--- src/rtl/cfg_stream_pkg.sv ---
package cfg_stream_pkg;

  localparam int POS_W     = 5;
  localparam int HDR_BYTES = 8;
  localparam int FRM_BYTES = 28;
  localparam int PAY_FIRST = 1;
  localparam int PAY_LAST  = 21;
  localparam int SUP_BYTES = 4;

  typedef enum logic [2:0] {
    ST_IDLE, ST_PROG, ST_WAIT, ST_HDR, ST_FRM, ST_SUP, ST_CHK
  } seq_state_e;

  typedef enum logic [2:0] {
    E_NONE       = 3'd0,
    E_TIMEOUT    = 3'd1,
    E_INIT_LOST  = 3'd2,
    E_DONE_EARLY = 3'd3,
    E_NOT_DONE   = 3'd4
  } cfg_err_e;

  // Header byte at position i
  function automatic logic [7:0] hdr_byte(input logic [POS_W-1:0] i);
    case (i)
      5'd3:    hdr_byte = 8'h4F;
      5'd4:    hdr_byte = 8'h80;
      5'd5:    hdr_byte = 8'hAF;
      5'd6:    hdr_byte = 8'h9B;
      5'd7:    hdr_byte = 8'h4B;
      default: hdr_byte = 8'hFF;
    endcase
  endfunction

  // Fixed (non-payload) byte at frame position p; payload slots read FF (pad value)
  function automatic logic [7:0] frm_fixed(input logic [POS_W-1:0] p);
    case (p)
      5'd0:        frm_fixed = 8'h4F;
      5'd22, 5'd24: frm_fixed = 8'h4B;
      default:     frm_fixed = 8'hFF;
    endcase
  endfunction

  function automatic logic is_pay(input logic [POS_W-1:0] p);
    is_pay = (p >= POS_W'(PAY_FIRST)) && (p <= POS_W'(PAY_LAST));
  endfunction

  function automatic logic [POS_W-1:0] phase_end(input seq_state_e s);
    case (s)
      ST_HDR:  phase_end = POS_W'(HDR_BYTES - 1);
      ST_FRM:  phase_end = POS_W'(FRM_BYTES - 1);
      default: phase_end = POS_W'(SUP_BYTES - 1);
    endcase
  endfunction

endpackage

--- src/rtl/cfg_timer.sv ---
module cfg_timer #(
  parameter int W = 8
) (
  input  logic         clk,
  input  logic         rst_n,
  input  logic         load,
  input  logic [W-1:0] val,
  output logic         zero
);
  logic [W-1:0] cnt_q;

  always_ff @(posedge clk or negedge rst_n) begin
    if (!rst_n)           cnt_q <= '0;
    else if (load)        cnt_q <= val;
    else if (cnt_q != '0) cnt_q <= cnt_q - 1'b1;
  end

  assign zero = (cnt_q == '0);
endmodule

--- src/rtl/cfg_pacer.sv ---
module cfg_pacer #(
  parameter int GAP = 3
) (
  input  logic clk,
  input  logic rst_n,
  input  logic fire,
  output logic slot_ok
);
  localparam int GW = $clog2(GAP + 1);

  logic [GW-1:0] gap_q;

  always_ff @(posedge clk or negedge rst_n) begin
    if (!rst_n)           gap_q <= '0;
    else if (fire)        gap_q <= GW'(GAP);
    else if (gap_q != '0) gap_q <= gap_q - 1'b1;
  end

  assign slot_ok = (gap_q == '0);

  // Independent idle counter for the spacing check
  logic [GW-1:0] idle_q;
  logic          seen_q;
  always_ff @(posedge clk or negedge rst_n) begin
    if (!rst_n) begin
      idle_q <= '0;
      seen_q <= 1'b0;
    end else if (fire) begin
      idle_q <= '0;
      seen_q <= 1'b1;
    end else if (idle_q != GW'(GAP)) begin
      idle_q <= idle_q + 1'b1;
    end
  end


  fire_slot_chk: assert property (@(posedge clk) disable iff (!rst_n)
    fire |-> slot_ok);

  fire_spacing_chk: assert property (@(posedge clk) disable iff (!rst_n)
    (fire && seen_q) |-> (idle_q == GW'(GAP)));
endmodule

--- src/rtl/cfg_bytegen.sv ---
module cfg_bytegen
  import cfg_stream_pkg::*;
(
  input  seq_state_e       state,
  input  logic [POS_W-1:0] pos,
  output logic [7:0]       fix_byte,
  output logic             pay_pos
);
  always_comb begin
    case (state)
      ST_HDR:  fix_byte = hdr_byte(pos);
      ST_FRM:  fix_byte = frm_fixed(pos);
      default: fix_byte = 8'hFF;
    endcase
    pay_pos = (state == ST_FRM) && is_pay(pos);
  end
endmodule

--- src/rtl/cfg_streamer.sv ---
module cfg_streamer
  import cfg_stream_pkg::*;
#(
  parameter int PROG_LOW  = 50,
  parameter int INIT_WAIT = 1000000,
  parameter int GAP       = 3
) (
  input  logic       clk,
  input  logic       rst_n,
  input  logic       start,
  output logic       prog_n,
  input  logic       init_n,
  input  logic       done_in,
  input  logic [7:0] pl_data,
  input  logic       pl_valid,
  input  logic       pl_last,
  output logic       pl_ready,
  output logic       wr_strobe,
  output logic [7:0] wr_data,
  output logic       busy,
  output logic       ok,
  output logic       fail,
  output logic [2:0] err_code
);
  localparam int TMAX = (INIT_WAIT > PROG_LOW) ? INIT_WAIT : PROG_LOW;
  localparam int TW   = $clog2(TMAX + 1);

  seq_state_e       state_q;
  logic [POS_W-1:0] pos_q;
  logic             last_seen_q;
  logic             ok_q, fail_q;
  cfg_err_e         err_q;
  logic             strobe_q;
  logic [7:0]       data_q;

  // Named internal events
  logic             tmr_load, tmr_zero;
  logic [TW-1:0]    tmr_val;
  logic             slot_ok, emit;
  logic             writing, init_lost, done_early;
  logic [7:0]       fix_byte;
  logic             pay_pos, pay_slot, phase_done;
  logic [7:0]       emit_byte;

  cfg_timer #(.W(TW)) u_timer (
    .clk(clk), .rst_n(rst_n), .load(tmr_load), .val(tmr_val), .zero(tmr_zero)
  );

  cfg_pacer #(.GAP(GAP)) u_pacer (
    .clk(clk), .rst_n(rst_n), .fire(emit), .slot_ok(slot_ok)
  );

  cfg_bytegen u_bytegen (
    .state(state_q), .pos(pos_q), .fix_byte(fix_byte), .pay_pos(pay_pos)
  );

  always_comb begin
    tmr_load   = ((state_q == ST_IDLE) && start) || ((state_q == ST_PROG) && tmr_zero);
    tmr_val    = (state_q == ST_IDLE) ? TW'(PROG_LOW - 1) : TW'(INIT_WAIT - 1);
    writing    = (state_q == ST_HDR) || (state_q == ST_FRM);
    init_lost  = writing && !init_n;
    done_early = writing && init_n && done_in;
    pay_slot   = pay_pos && !last_seen_q;
    pl_ready   = pay_slot && slot_ok && init_n && !done_in;
    emit       = (writing || (state_q == ST_SUP)) && slot_ok
                 && !init_lost && !done_early
                 && (pay_slot ? pl_valid : 1'b1);
    emit_byte  = pay_slot ? pl_data : fix_byte;
    phase_done = (pos_q == phase_end(state_q));
  end

  always_ff @(posedge clk or negedge rst_n) begin
    if (!rst_n) begin
      state_q     <= ST_IDLE;
      pos_q       <= '0;
      last_seen_q <= 1'b0;
      ok_q        <= 1'b0;
      fail_q      <= 1'b0;
      err_q       <= E_NONE;
      strobe_q    <= 1'b0;
      data_q      <= 8'h00;
    end else begin
      strobe_q <= emit;
      if (emit) data_q <= emit_byte;
      if (emit && pay_slot && pl_last) last_seen_q <= 1'b1;

      case (state_q)
        ST_IDLE: if (start) begin
          state_q     <= ST_PROG;
          ok_q        <= 1'b0;
          fail_q      <= 1'b0;
          err_q       <= E_NONE;
          last_seen_q <= 1'b0;
        end
        ST_PROG: if (tmr_zero) state_q <= ST_WAIT;
        ST_WAIT: begin
          if (init_n) begin
            state_q <= ST_HDR;
            pos_q   <= '0;
          end else if (tmr_zero) begin
            state_q <= ST_IDLE;
            fail_q  <= 1'b1;
            err_q   <= E_TIMEOUT;
          end
        end
        ST_HDR, ST_FRM: begin
          if (init_lost) begin
            state_q <= ST_IDLE;
            fail_q  <= 1'b1;
            err_q   <= E_INIT_LOST;
          end else if (done_early) begin
            state_q <= ST_IDLE;
            fail_q  <= 1'b1;
            err_q   <= E_DONE_EARLY;
          end else if (emit) begin
            if (!phase_done) begin
              pos_q <= pos_q + 1'b1;
            end else begin
              pos_q <= '0;
              if (state_q == ST_HDR)  state_q <= ST_FRM;
              else if (last_seen_q)   state_q <= ST_SUP;
            end
          end
        end
        ST_SUP: if (emit) begin
          if (phase_done) begin
            state_q <= ST_CHK;
            pos_q   <= '0;
          end else begin
            pos_q <= pos_q + 1'b1;
          end
        end
        ST_CHK: if (slot_ok) begin
          state_q <= ST_IDLE;
          if (done_in) ok_q <= 1'b1;
          else begin
            fail_q <= 1'b1;
            err_q  <= E_NOT_DONE;
          end
        end
        default: state_q <= ST_IDLE;
      endcase
    end
  end

  assign prog_n    = (state_q != ST_PROG);
  assign busy      = (state_q != ST_IDLE);
  assign wr_strobe = strobe_q;
  assign wr_data   = data_q;
  assign ok        = ok_q;
  assign fail      = fail_q;
  assign err_code  = err_q;


  prog_quiet_chk: assert property (@(posedge clk) disable iff (!rst_n)
    wr_strobe |-> prog_n);

  ready_slot_chk: assert property (@(posedge clk) disable iff (!rst_n)
    pl_ready |-> ((state_q == ST_FRM) && !last_seen_q && init_n));

  result_excl_chk: assert property (@(posedge clk) disable iff (!rst_n)
    !(ok && fail));

  fail_code_chk: assert property (@(posedge clk) disable iff (!rst_n)
    fail |-> (err_code != 3'd0));

  init_abort_chk: assert property (@(posedge clk) disable iff (!rst_n)
    (writing && !init_n) |=> (fail && !busy && err_code == 3'd2));

  done_abort_chk: assert property (@(posedge clk) disable iff (!rst_n)
    (writing && init_n && done_in) |=> (fail && !busy && err_code == 3'd3));

  strobe_width_chk: assert property (@(posedge clk) disable iff (!rst_n)
    wr_strobe |=> !wr_strobe);
endmodule

--- config.mk ---
export PLATFORM = sky130hd
export DESIGN_NAME = cfg_streamer
export DESIGN_NICKNAME = d
export VERILOG_FILES = /design/src/rtl/cfg_stream_pkg.sv /design/src/rtl/cfg_timer.sv /design/src/rtl/cfg_pacer.sv /design/src/rtl/cfg_bytegen.sv /design/src/rtl/cfg_streamer.sv
export SDC_FILE = /design/constraint.sdc
export NUM_CORES = 1
export LEC_CHECK = 0
export ABC_AREA = 1
export CORE_MARGIN = 1.5
export CORE_UTILIZATION = 58
export DETAILED_ROUTE_END_ITERATION = 12
export PLACE_DENSITY_LB_ADDON = 0.12
export SLEW_MARGIN = 15
export SYNTH_ARGS = -nofsm -noshare
export SYNTH_HDL_FRONTEND = slang
export SYNTH_HIERARCHICAL = 1
export SYNTH_SLANG_ARGS = --single-unit
--- constraint.sdc ---
create_clock -name clk -period 2.39 [get_ports clk]
set_clock_uncertainty 0.1 [all_clocks]
set_input_delay 0.717 -clock clk [delete_from_list [all_inputs] [get_ports clk]]
set_output_delay 0.717 -clock clk [all_outputs]
set_load 0.02 [all_outputs]
==> results of run 1 <==
-- logic make-up after synthesis --
kind of cell / after synthesis
compound gates: 45
xor+xnor: 8
buf+inv: 68
simple gates: 292
other cells: 2
fa+ha+maj: 4
flops: 45
-- worst max-delay path, stage by stage (launching register included) --
cell and delay (ps):
dfrtp_1 410, inv_1 100, nand3_2 90, o21ai_1 100, nor2_4 130, nand2_2 90, nor3b_4 200, buf_6 140
-- registers in the layout, summed over array words and instances, names as in the netlist --
register and flops:
state_q 3, pos_q 5, err_code 3, last_seen_q 1
wr_data 8, fail 1, u_timer/cnt_q 20, ok 1
wr_strobe 1, u_pacer/gap_q 2
-- synthesized netlist by cell type --
library cell / instances / share of area [%]
o21ai_0: 21 / 3.3
buf_4: 3 / 0.70
or2_1: 1 / 0.19
inv_1: 52 / 6.1
nand3_2: 5 / 1.6
inv_6: 1 / 0.27
buf_6: 3 / 1.1
dfrtp_1: 45 / 35
xnor2_1: 2 / 0.55
clkbuf_1: 4 / 0.47
nand3_1: 30 / 4.7
o21a_1: 8 / 1.9
xor2_1: 6 / 1.6
nor2_1: 37 / 4.3
nor2_4: 7 / 2.5
nand2_2: 15 / 2.9
o21ai_1: 7 / 1.1
nor3b_1: 1 / 0.23
ha_1: 4 / 1.6
nand3b_1: 7 / 1.6
a21oi_2: 1 / 0.27
nand2_8: 1 / 0.62
nor2_8: 1 / 0.62
nor3_2: 1 / 0.31
or2_2: 1 / 0.19
nor4_1: 1 / 0.19
a21oi_4: 1 / 0.51
o21ai_2: 3 / 0.82
nor2_2: 10 / 1.9
conb_1: 2 / 0.23
nand2_1: 162 / 19
nand4_1: 9 / 1.8
nand3_4: 1 / 0.55
inv_2: 5 / 0.58
nor3_1: 2 / 0.31
a21oi_1: 4 / 0.62
-- path summary, 6_finish.rpt --
kind / from / endpoint / slack (ps) / depth (start not counted)
min reg2reg: wr_data[3] / wr_data[3] / 400 / 1
max in group asynchronous: rst_n / pos_q[4] / 1650 / 2
min: rst_n / u_timer/cnt_q[10] / 280 / 2
min in group clk: wr_data[3] / wr_data[3] / 400 / 1
max reg2reg: pos_q[3] / state_q[1] / 170 / 16
max: pos_q[3] / pl_ready / 30 / 7
-- final cells by class --
cell class	count	area [sq um]	share of cell area, %
Tap cell	70	87.6	2.18
Clock inverter	1	30.0	0.748
Multi-Input combinational cell	360	1880	46.8
Clock buffer	7	86.3	2.15
Timing Repair Buffer	64	579	14.4
Sequential cell	45	1130	28.1
Inverter	58	223	5.55
-- through the flow --
stage / power (W) / setup WS (ps)
floorplan: 0.00327 / 26.4
global placement: 0.00399 / -625
detailed placement: 0.00410 / -650
CTS: 0.00471 / -56.1
global route: 0.00519 / -53.8
finish: 0.00475 / 28.0
-- power by group through the flow --
| stage | registers, W | logic [W] | clock network [W] |
|---|---|---|---|
| 2_1_floorplan | 0.00148 | 0.00179 | 0 |
| 3_3_place_gp | 0.00137 | 0.00262 | 0 |
| 3_5_place_dp | 0.00138 | 0.00272 | 0 |
| 4_1_cts | 0.00137 | 0.00273 | 0.000611 |
| 5_1_grt | 0.00143 | 0.00311 | 0.000648 |
| 6_report | 0.00138 | 0.00277 | 0.000597 |
-- cells in the final DEF (no fill, tap or decap), types with 2 or more instances in the layout --
| cell type | instances |
|---|---|
| xor2_1 | 6 |
| dfrtp_2 | 2 |
| inv_1 | 50 |
| dfrtp_1 | 43 |
| o21ai_1 | 8 |
| nand3_2 | 6 |
| clkbuf_8 | 6 |
| nor3_1 | 2 |
| nand3_1 | 29 |
| o21ai_0 | 19 |
| nand4_1 | 9 |
| o21a_1 | 8 |
| nor2_2 | 10 |
| buf_6 | 2 |
| nand2_1 | 159 |
| nor2_1 | 36 |
| inv_2 | 7 |
| nand3b_1 | 7 |
| buf_12 | 2 |
| nand2_2 | 17 |
| conb_1 | 11 |
| nor2_4 | 8 |
| a21oi_1 | 4 |
| clkdlybuf4s50_1 | 25 |
| xnor2_1 | 2 |
| buf_4 | 30 |
| o21ai_2 | 4 |
| ha_1 | 4 |
-- metal layers --
layer	vias up	global-route usage [%]	wire, um
met5	-	0	0
met4	0	7.27	93
met3	10	4.47	401
met2	83	45.0	3630
met1	1427	35.1	3300
li1	1584	-	-
-- what timing repair did --
item | in CTS | in global routing
cloned | 0 | 0
endpoints found under the setup margin | 3 | 18
resized for setup | 11 | 16
buffers inserted | 0 | 5
pin swaps | 0 | 4
==> flow_metrics.py, run 1 <==
metrics = {
    "cells_and_area": {
        "fin_nets": 553,
        "fin_area_sq_um": 4020,
        "fin_cells": 605,
        "diodes": 0,
        "postLayoutCoreUtil_pct": 76.7,
        "drive_gt1_share_pct": 20.2,
        "synthToLayoutAreaGrowth_pct": 24.9,
        "final.fill_count": 402,
    },
    "logic_synthesis": {
        "synthSimpleGateAreaFrac_pct": 43.4,
        "ys_warn_count": 6,
        "synth_compound_area_share_pct": 8.45,
        "ys_ff_latch": 45,
        "synth_top_family_by_area": "simple AND/OR/NAND/NOR gates",
        "synth_area_sq_um": 3210,
        "synthMuxAreaShare_pct": 0,
        "synth-xor-area-share_pct": 2.18,
        "synth-seq-area-share_pct": 35.0,
        "synthAdderAreaFrac_pct": 1.56,
        "synthCells": 464,
        "synthDistinctLibCells": 36,
        "syn_avg_cell_area_sq_um": 6.93,
    },
    "timing": {
        "setup_tns_ps": 0,
        "slew_viol_final": 0,
        "hold_violations": 0,
        "rsz0062_at_grt": "true",
        "setup_violations": 0,
        "fmax_mhz": 423,
        "holdWs_ps": 277,
        "fin_crit_sh_pct": 98.8,
        "timing.final.crit_period_ps": 2360,
    },
    "global_routing": {
        "grt_max_degree": 46,
        "overflow": 0,
        "grt_pass1_wl_um": 12900,
        "antenna_found_initial": 0,
        "grt_pass1_vias": 2913,
        "grt_usage_pct": 26.6,
    },
    "drt": {
        "vias": 3104,
        "ant_nets": 0,
        "drtPass1Iterations": 4,
        "drt_iter0_drc": 167,
        "post-route-drc-count": 0,
        "routed_wl_um": 7420,
        "vias_per_cell": 5.13,
        "routedWlPerCell_um": 12.3,
    },
    "cts": {
        "cts-root-buf": "clkbuf_8",
        "worstSkewPairLatency_ps": 290,
        "cts_tree": "built",
        "cts_hold_buffers": 0,
        "cts_buffers": 5,
        "htreeDepth": 2,
        "cts.sinks": 45,
        "path_clk_slew_ps": 90,
        "clockBufferDepth": 2,
    },
    "pwr": {
        "clkPwrFrac_pct": 12.6,
        "ir_worst_vdd_mv": 0.771,
        "power_frac_comb_pct": 58.3,
        "internal_power_w": 0.00251,
        "p_leak_nw": 2.01,
        "powerDensity_nw_per_um2": 1180,
        "p_sw_share_pct": 47.2,
        "seq_power_share_pct": 29.1,
        "net-switching-power_w": 0.00224,
    },
    "placed_design": {
        "gp_congestion": 0.873,
        "placed_area_sq_um": 3820,
        "dp_hpwl_um": 5380,
        "place_inst": 592,
        "io_buffers": 31,
    },
    "flow_run": {
        "max-cap-violations": 0,
    },
    "critical_path": {
        "crit_arrival_ps": 1540,
        "critical_path.startpoint_type": "flop",
        "crit_path_end_kind": "output port",
        "critPathKind": "flop to output port",
        "critPathMaxFanout": 5,
        "cp.required_ps": 1570,
    },
    "floorplanning": {
        "initial_core_util_pct": 61.4,
        "num_rows": 26,
        "die_y_um": 77.4,
        "ioPinCount": 32,
        "floorplan.core_area_sq_um": 5240,
        "die_w_um": 77.4,
        "die_area_sq_um": 6000,
    },
    "outcome": {
        "status": "finished, final reports clean",
    },
    "worst_hold_path": {
        "hp-class": "input pin to async pin",
    },
}
No activity file was read; power rests on OpenSTA's default activity.
==> run 2: changes to the inputs <==
--- a/config.mk
+++ b/config.mk
@@ -7,8 +7,9 @@
 export LEC_CHECK = 0
 export ABC_AREA = 1
 export CORE_MARGIN = 1.5
-export CORE_UTILIZATION = 58
+export CORE_UTILIZATION = 60
 export DETAILED_ROUTE_END_ITERATION = 12
+export DONT_BUFFER_PORTS = 1
 export PLACE_DENSITY_LB_ADDON = 0.12
 export SLEW_MARGIN = 15
 export SYNTH_ARGS = -nofsm -noshare
==> flow_metrics.py, run 2 (synthesis results as in run 1) <==
metrics = {
    "critical_path": {
        "cp.required_ps": 1570,
        "crit_path_end_kind": "output port",
        "critical_path.startpoint_type": "flop",
        "critPathMaxFanout": 3,
        "critPathMaxStageDelay_ps": 420,
        "cp_slowest_cell": "dfrtp_1",
        "critPathKind": "flop to output port",
        "crit_chain": "nor3_4 > nand2_2 > nor2_4 > nand2_2 > nor3b_4",
        "cp_common_cell": "nand2_2",
        "timing.rr.start": "pos_q[1]",
        "crit_arrival_ps": 1570,
        "startpoint": "state_q[0]",
    },
    "cells_and_area": {
        "diodes": 0,
        "final_cell_mix": "160 x nand2_1, 50 x inv_1, 41 x dfrtp_1",
        "fin_nets": 511,
        "final_common_cell": "nand2_1",
        "fin_cells": 563,
        "postLayoutCoreUtil_pct": 70.3,
        "synthToLayoutAreaGrowth_pct": 12.5,
        "drive_gt1_share_pct": 19.5,
        "top_register": "u_timer/cnt_q",
        "largest_register_ffs": 20,
    },
    "global_routing": {
        "grt_pass1_wl_um": 11900,
        "antenna_found_initial": 0,
        "grt_pass1_vias": 2701,
        "overflow": 0,
        "grt_usage_pct": 25.4,
        "grt_max_degree": 46,
    },
    "cts": {
        "cts_tree": "built",
        "cts-root-buf": "clkbuf_8",
        "path_clk_slew_ps": 90,
        "htreeDepth": 2,
        "cts.sinks": 45,
        "cts_buffers": 5,
        "worstSkewPairLatency_ps": 300,
        "clockBufferDepth": 2,
    },
    "floorplanning": {
        "floorplan.core_area_sq_um": 5140,
        "die_w_um": 76.2,
        "num_rows": 26,
        "die_area_sq_um": 5810,
        "initial_core_util_pct": 62.5,
        "ioPinCount": 32,
        "die_y_um": 76.2,
    },
    "pwr": {
        "ir_worst_vdd_mv": 0.975,
        "p_leak_nw": 1.81,
        "fin_total_pwr_w": 0.00439,
        "powerDensity_nw_per_um2": 1210,
    },
    "drt": {
        "vias": 2876,
        "routedWlPerCell_um": 12.4,
        "vias_per_cell": 5.11,
        "post-route-drc-count": 0,
        "ant_nets": 0,
        "drtPass1Iterations": 5,
        "routed_wl_um": 6990,
        "drt_iter0_drc": 122,
    },
    "timing": {
        "setup_violations": 0,
        "fin_crit_sh_pct": 99.7,
        "holdWs_ps": 147,
        "timing.final.crit_period_ps": 2380,
        "setup_slack_ps": 7.86,
        "slew_viol_final": 0,
        "fmax_mhz": 420,
        "hold_violations": 0,
        "rsz0062_at_grt": "true",
    },
    "placed_design": {
        "place_ws_ps": 8.26,
        "gp_congestion": 0.919,
        "io_buffers": 0,
        "place_inst": 546,
        "dp_hpwl_um": 5230,
    },
    "worst_hold_path": {
        "hp-class": "input pin to async pin",
    },
    "outcome": {
        "status": "finished, final reports clean",
    },
    "flow_run": {
        "max-cap-violations": 0,
    },
}
==> run 2: cell count changes in the layout (fill, tap and decap cells not counted), moves of 2 or more <==
cell             before  now
buf_4                30   20
dfrtp_1              43   41
buf_6                 2    0
clkdlybuf4s50_1      25    0
dfrtp_2               2    4
==> run 2: area by class of cell <==
class | instances | area (sq um)
inverter | 58 | 223
fill | 453 | 1530
multi-input combinational | 360 | 1880
clock buffer | 6 | 82.6
clock inverter | 2 | 13.8
timing repair buffer | 22 | 198
sequential | 45 | 1130
tap | 70 | 87.6
==> run 2: worst paths after layout <==
path | to | slack (ps) | cells past startpoint
worst max-delay path | pl_ready | 8 | 5
worst min-delay path | u_timer/cnt_q[19] | 150 | 1
min in group clk | u_pacer/gap_q[1] | 410 | 2
worst min register to register | u_pacer/gap_q[1] | 410 | 2
worst max register to register | state_q[1] | 150 | 16
max in group asynchronous | state_q[2] | 1830 | 1
==> run 2: what timing repair did <==
item                                    CTS  global route
buffers inserted                          1             7
gates resized for setup                   6             9
hold buffers                              1             0
endpoints found under the setup margin    2            16
cloned                                    0             0
pin swaps                                 4             6
endpoints found under the hold margin    45             0
==> run 2: critical path: cells and delay by family, from the launching register on <==
kind          cells  cell delay (ps)
simple gates      5              840
flops             1              420
==> run 2: layer usage <==
layer  vias to the layer above  share of wire [%]  global-route usage [%]
met2                        42                 52                    46.9
met5                         -                  0                       0
met1                      1322                 43                    29.4
met3                        13                3.1                    4.79
met4                         0                1.8                    8.52
li1                       1499                  -                       -
==> run 2: power breakdown <==
group	switching, W	internal [W]
Clock	0.000266	0.000235
Sequential	0.000434	0.00109
Combinational	0.00151	0.000854
Total	0.00221	0.00218
==> run 2: metrics by stage <==
stage                     instance area, sq um  TNS [ps]
after global placement                    3390         0
after floorplan                           3260         0
after CTS                                 3530         0
after detailed placement                  3390         0
after global routing                      3610     -62.5
final                                     3610         0
==> run 3: changes to the inputs <==
--- a/config.mk
+++ b/config.mk
@@ -6,8 +6,9 @@
 export NUM_CORES = 1
 export LEC_CHECK = 0
 export ABC_AREA = 1
-export CORE_MARGIN = 1.5
-export CORE_UTILIZATION = 60
+export CELL_PAD_IN_SITES_DETAIL_PLACEMENT = 0
+export CELL_PAD_IN_SITES_GLOBAL_PLACEMENT = 1
+export CORE_UTILIZATION = 46
 export DETAILED_ROUTE_END_ITERATION = 12
 export DONT_BUFFER_PORTS = 1
 export PLACE_DENSITY_LB_ADDON = 0.12
==> flow_metrics.py, run 3 (synthesis results as in run 1) <==
metrics = {
    "global_routing": {
        "grt_usage_pct": 21.7,
        "overflow": 0,
        "grt_pass1_wl_um": 12600,
        "grt_max_degree": 46,
        "grt_pass1_vias": 2720,
        "antenna_found_initial": 0,
    },
    "cells_and_area": {
        "synthToLayoutAreaGrowth_pct": 12.8,
        "top_register": "u_timer/cnt_q",
        "drive_gt1_share_pct": 19.3,
        "fin_area_sq_um": 3630,
        "diodes": 0,
        "largest_register_ffs": 20,
        "final_common_cell": "nand2_1",
        "final_cell_mix": "161 x nand2_1, 48 x inv_1, 43 x dfrtp_1",
        "postLayoutCoreUtil_pct": 53.7,
        "fin_nets": 510,
        "final.fill_count": 721,
    },
    "floorplanning": {
        "num_rows": 30,
        "initial_core_util_pct": 47.6,
        "floorplan.core_area_sq_um": 6760,
        "ioPinCount": 32,
        "die_area_sq_um": 7330,
        "die_w_um": 85.6,
        "die_y_um": 85.6,
    },
    "outcome": {
        "status": "finished with violations",
        "failed_checks": "setup timing",
    },
    "critical_path": {
        "timing.rr.start": "u_timer/cnt_q[1]",
        "crit_path_end_kind": "output port",
        "rrSetupSlack_ps": 180,
        "critPathKind": "flop to output port",
        "critPathMaxFanout": 2,
        "cp_slowest_cell": "dfrtp_2",
        "cp.required_ps": 1570,
        "critical_path.startpoint_type": "flop",
        "r2r-end": "fail",
        "ff2ff_path_depth": 12,
        "crit_chain": "inv_2 > nor3_4 > nand2_1 > nor2_2 > nand2_2 > nor3b_4",
        "crit_arrival_ps": 1580,
        "critPathMaxStageDelay_ps": 370,
    },
    "placed_design": {
        "placed_area_sq_um": 3400,
        "dp_hpwl_um": 5530,
        "io_buffers": 0,
        "gp_congestion": 0.911,
    },
    "timing": {
        "rsz0062_at_grt": "true",
        "slew_viol_final": 0,
        "hold_violations": 0,
        "fmax_mhz": 417,
        "setup_tns_ps": -8.09,
        "setup_slack_ps": -8.09,
        "holdWs_ps": 148,
        "timing.final.crit_period_ps": 2400,
        "setup_violations": 1,
        "fin_crit_sh_pct": 100,
    },
    "drt": {
        "routedWlPerCell_um": 13.0,
        "post-route-drc-count": 0,
        "routed_wl_um": 7440,
        "drtPass1Iterations": 4,
        "drt_iter0_drc": 117,
        "vias_per_cell": 4.91,
        "ant_nets": 0,
        "vias": 2809,
    },
    "pwr": {
        "fin_total_pwr_w": 0.00445,
        "ir_worst_vdd_mv": 0.634,
        "powerDensity_nw_per_um2": 1230,
        "p_leak_nw": 1.82,
    },
    "cts": {
        "cts_tree": "built",
        "cts_buffers": 5,
        "htreeDepth": 2,
        "cts.sinks": 45,
        "path_clk_slew_ps": 100,
        "worstSkewPairLatency_ps": 310,
        "cts-root-buf": "clkbuf_8",
        "clockBufferDepth": 2,
    },
    "flow_run": {
        "max-cap-violations": 0,
    },
    "worst_hold_path": {
        "hp-class": "input pin to async pin",
    },
}
[run 3: cell count changes in the layout (fill, tap and decap cells not counted), sizes merged]
cell / before / now
buf: 22 / 21
[run 3: how the worst max path moves through the flow]
stage | slack, ps | to | start | cells after the start
floorplan | 30 | pl_ready | state_q[1] | 6
global placement | 130 | u_timer/cnt_q[1] | u_timer/cnt_q[0] | 12
detailed placement | 40 | u_timer/cnt_q[1] | u_timer/cnt_q[0] | 12
CTS | 5 | u_timer/cnt_q[1] | u_timer/cnt_q[0] | 12
global route | -70 | pl_ready | state_q[2] | 6
finish | -8 | pl_ready | state_q[2] | 6
[run 3: layout make-up]
| class | count | area, sq um | share of cell area (%) |
|---|---|---|---|
| inverter | 58 | 223 | 6.14 |
| sequential | 45 | 1130 | 31.1 |
| clock buffer | 6 | 82.6 | 2.28 |
| multi-input combinational | 360 | 1890 | 52.2 |
| clock inverter | 2 | 13.8 | 0.379 |
| timing repair buffer | 21 | 185 | 5.11 |
| tap | 80 | 100 | 2.76 |
[run 3: where the power goes]
part	switching, W	total, W	internal [W]
registers	0.000423	0.00151	0.00109
logic	0.00154	0.00242	0.000875
clock network	0.000287	0.000522	0.000235
[run 3: metrics by stage]
step / cells / setup slack [ps]
2_1_floorplan: 473 / 26.4
3_3_place_gp: 557 / 128
3_5_place_dp: 557 / 35.9
4_1_cts: 568 / 5.31
5_1_grt: 572 / -71.6
6_report: 572 / -8.09
[run 3: metal layers]
layer | up-vias | wire [um] | GRT usage (%)
met5 | - | 0 | 0
met4 | 0 | 73 | 5.45
met3 | 6 | 150 | 3.46
met2 | 19 | 3800 | 39.9
met1 | 1290 | 3420 | 26.5
li1 | 1494 | - | -
[run 3: critical path: cells and delay by family (launching register included)]
family | cells | cell delay, ps
buffers and inverters | 1 | 50
flip-flops | 1 | 370
AND/OR/NAND/NOR | 5 | 850
[run 3: what timing repair did]
| action | in CTS | in global routing |
|---|---|---|
| pin swaps | 4 | 7 |
| hold buffers | 1 | 0 |
| setup endpoints to repair | 1 | 27 |
| resized for setup | 4 | 13 |
| setup buffers | 2 | 4 |
| hold endpoints to repair | 45 | 0 |
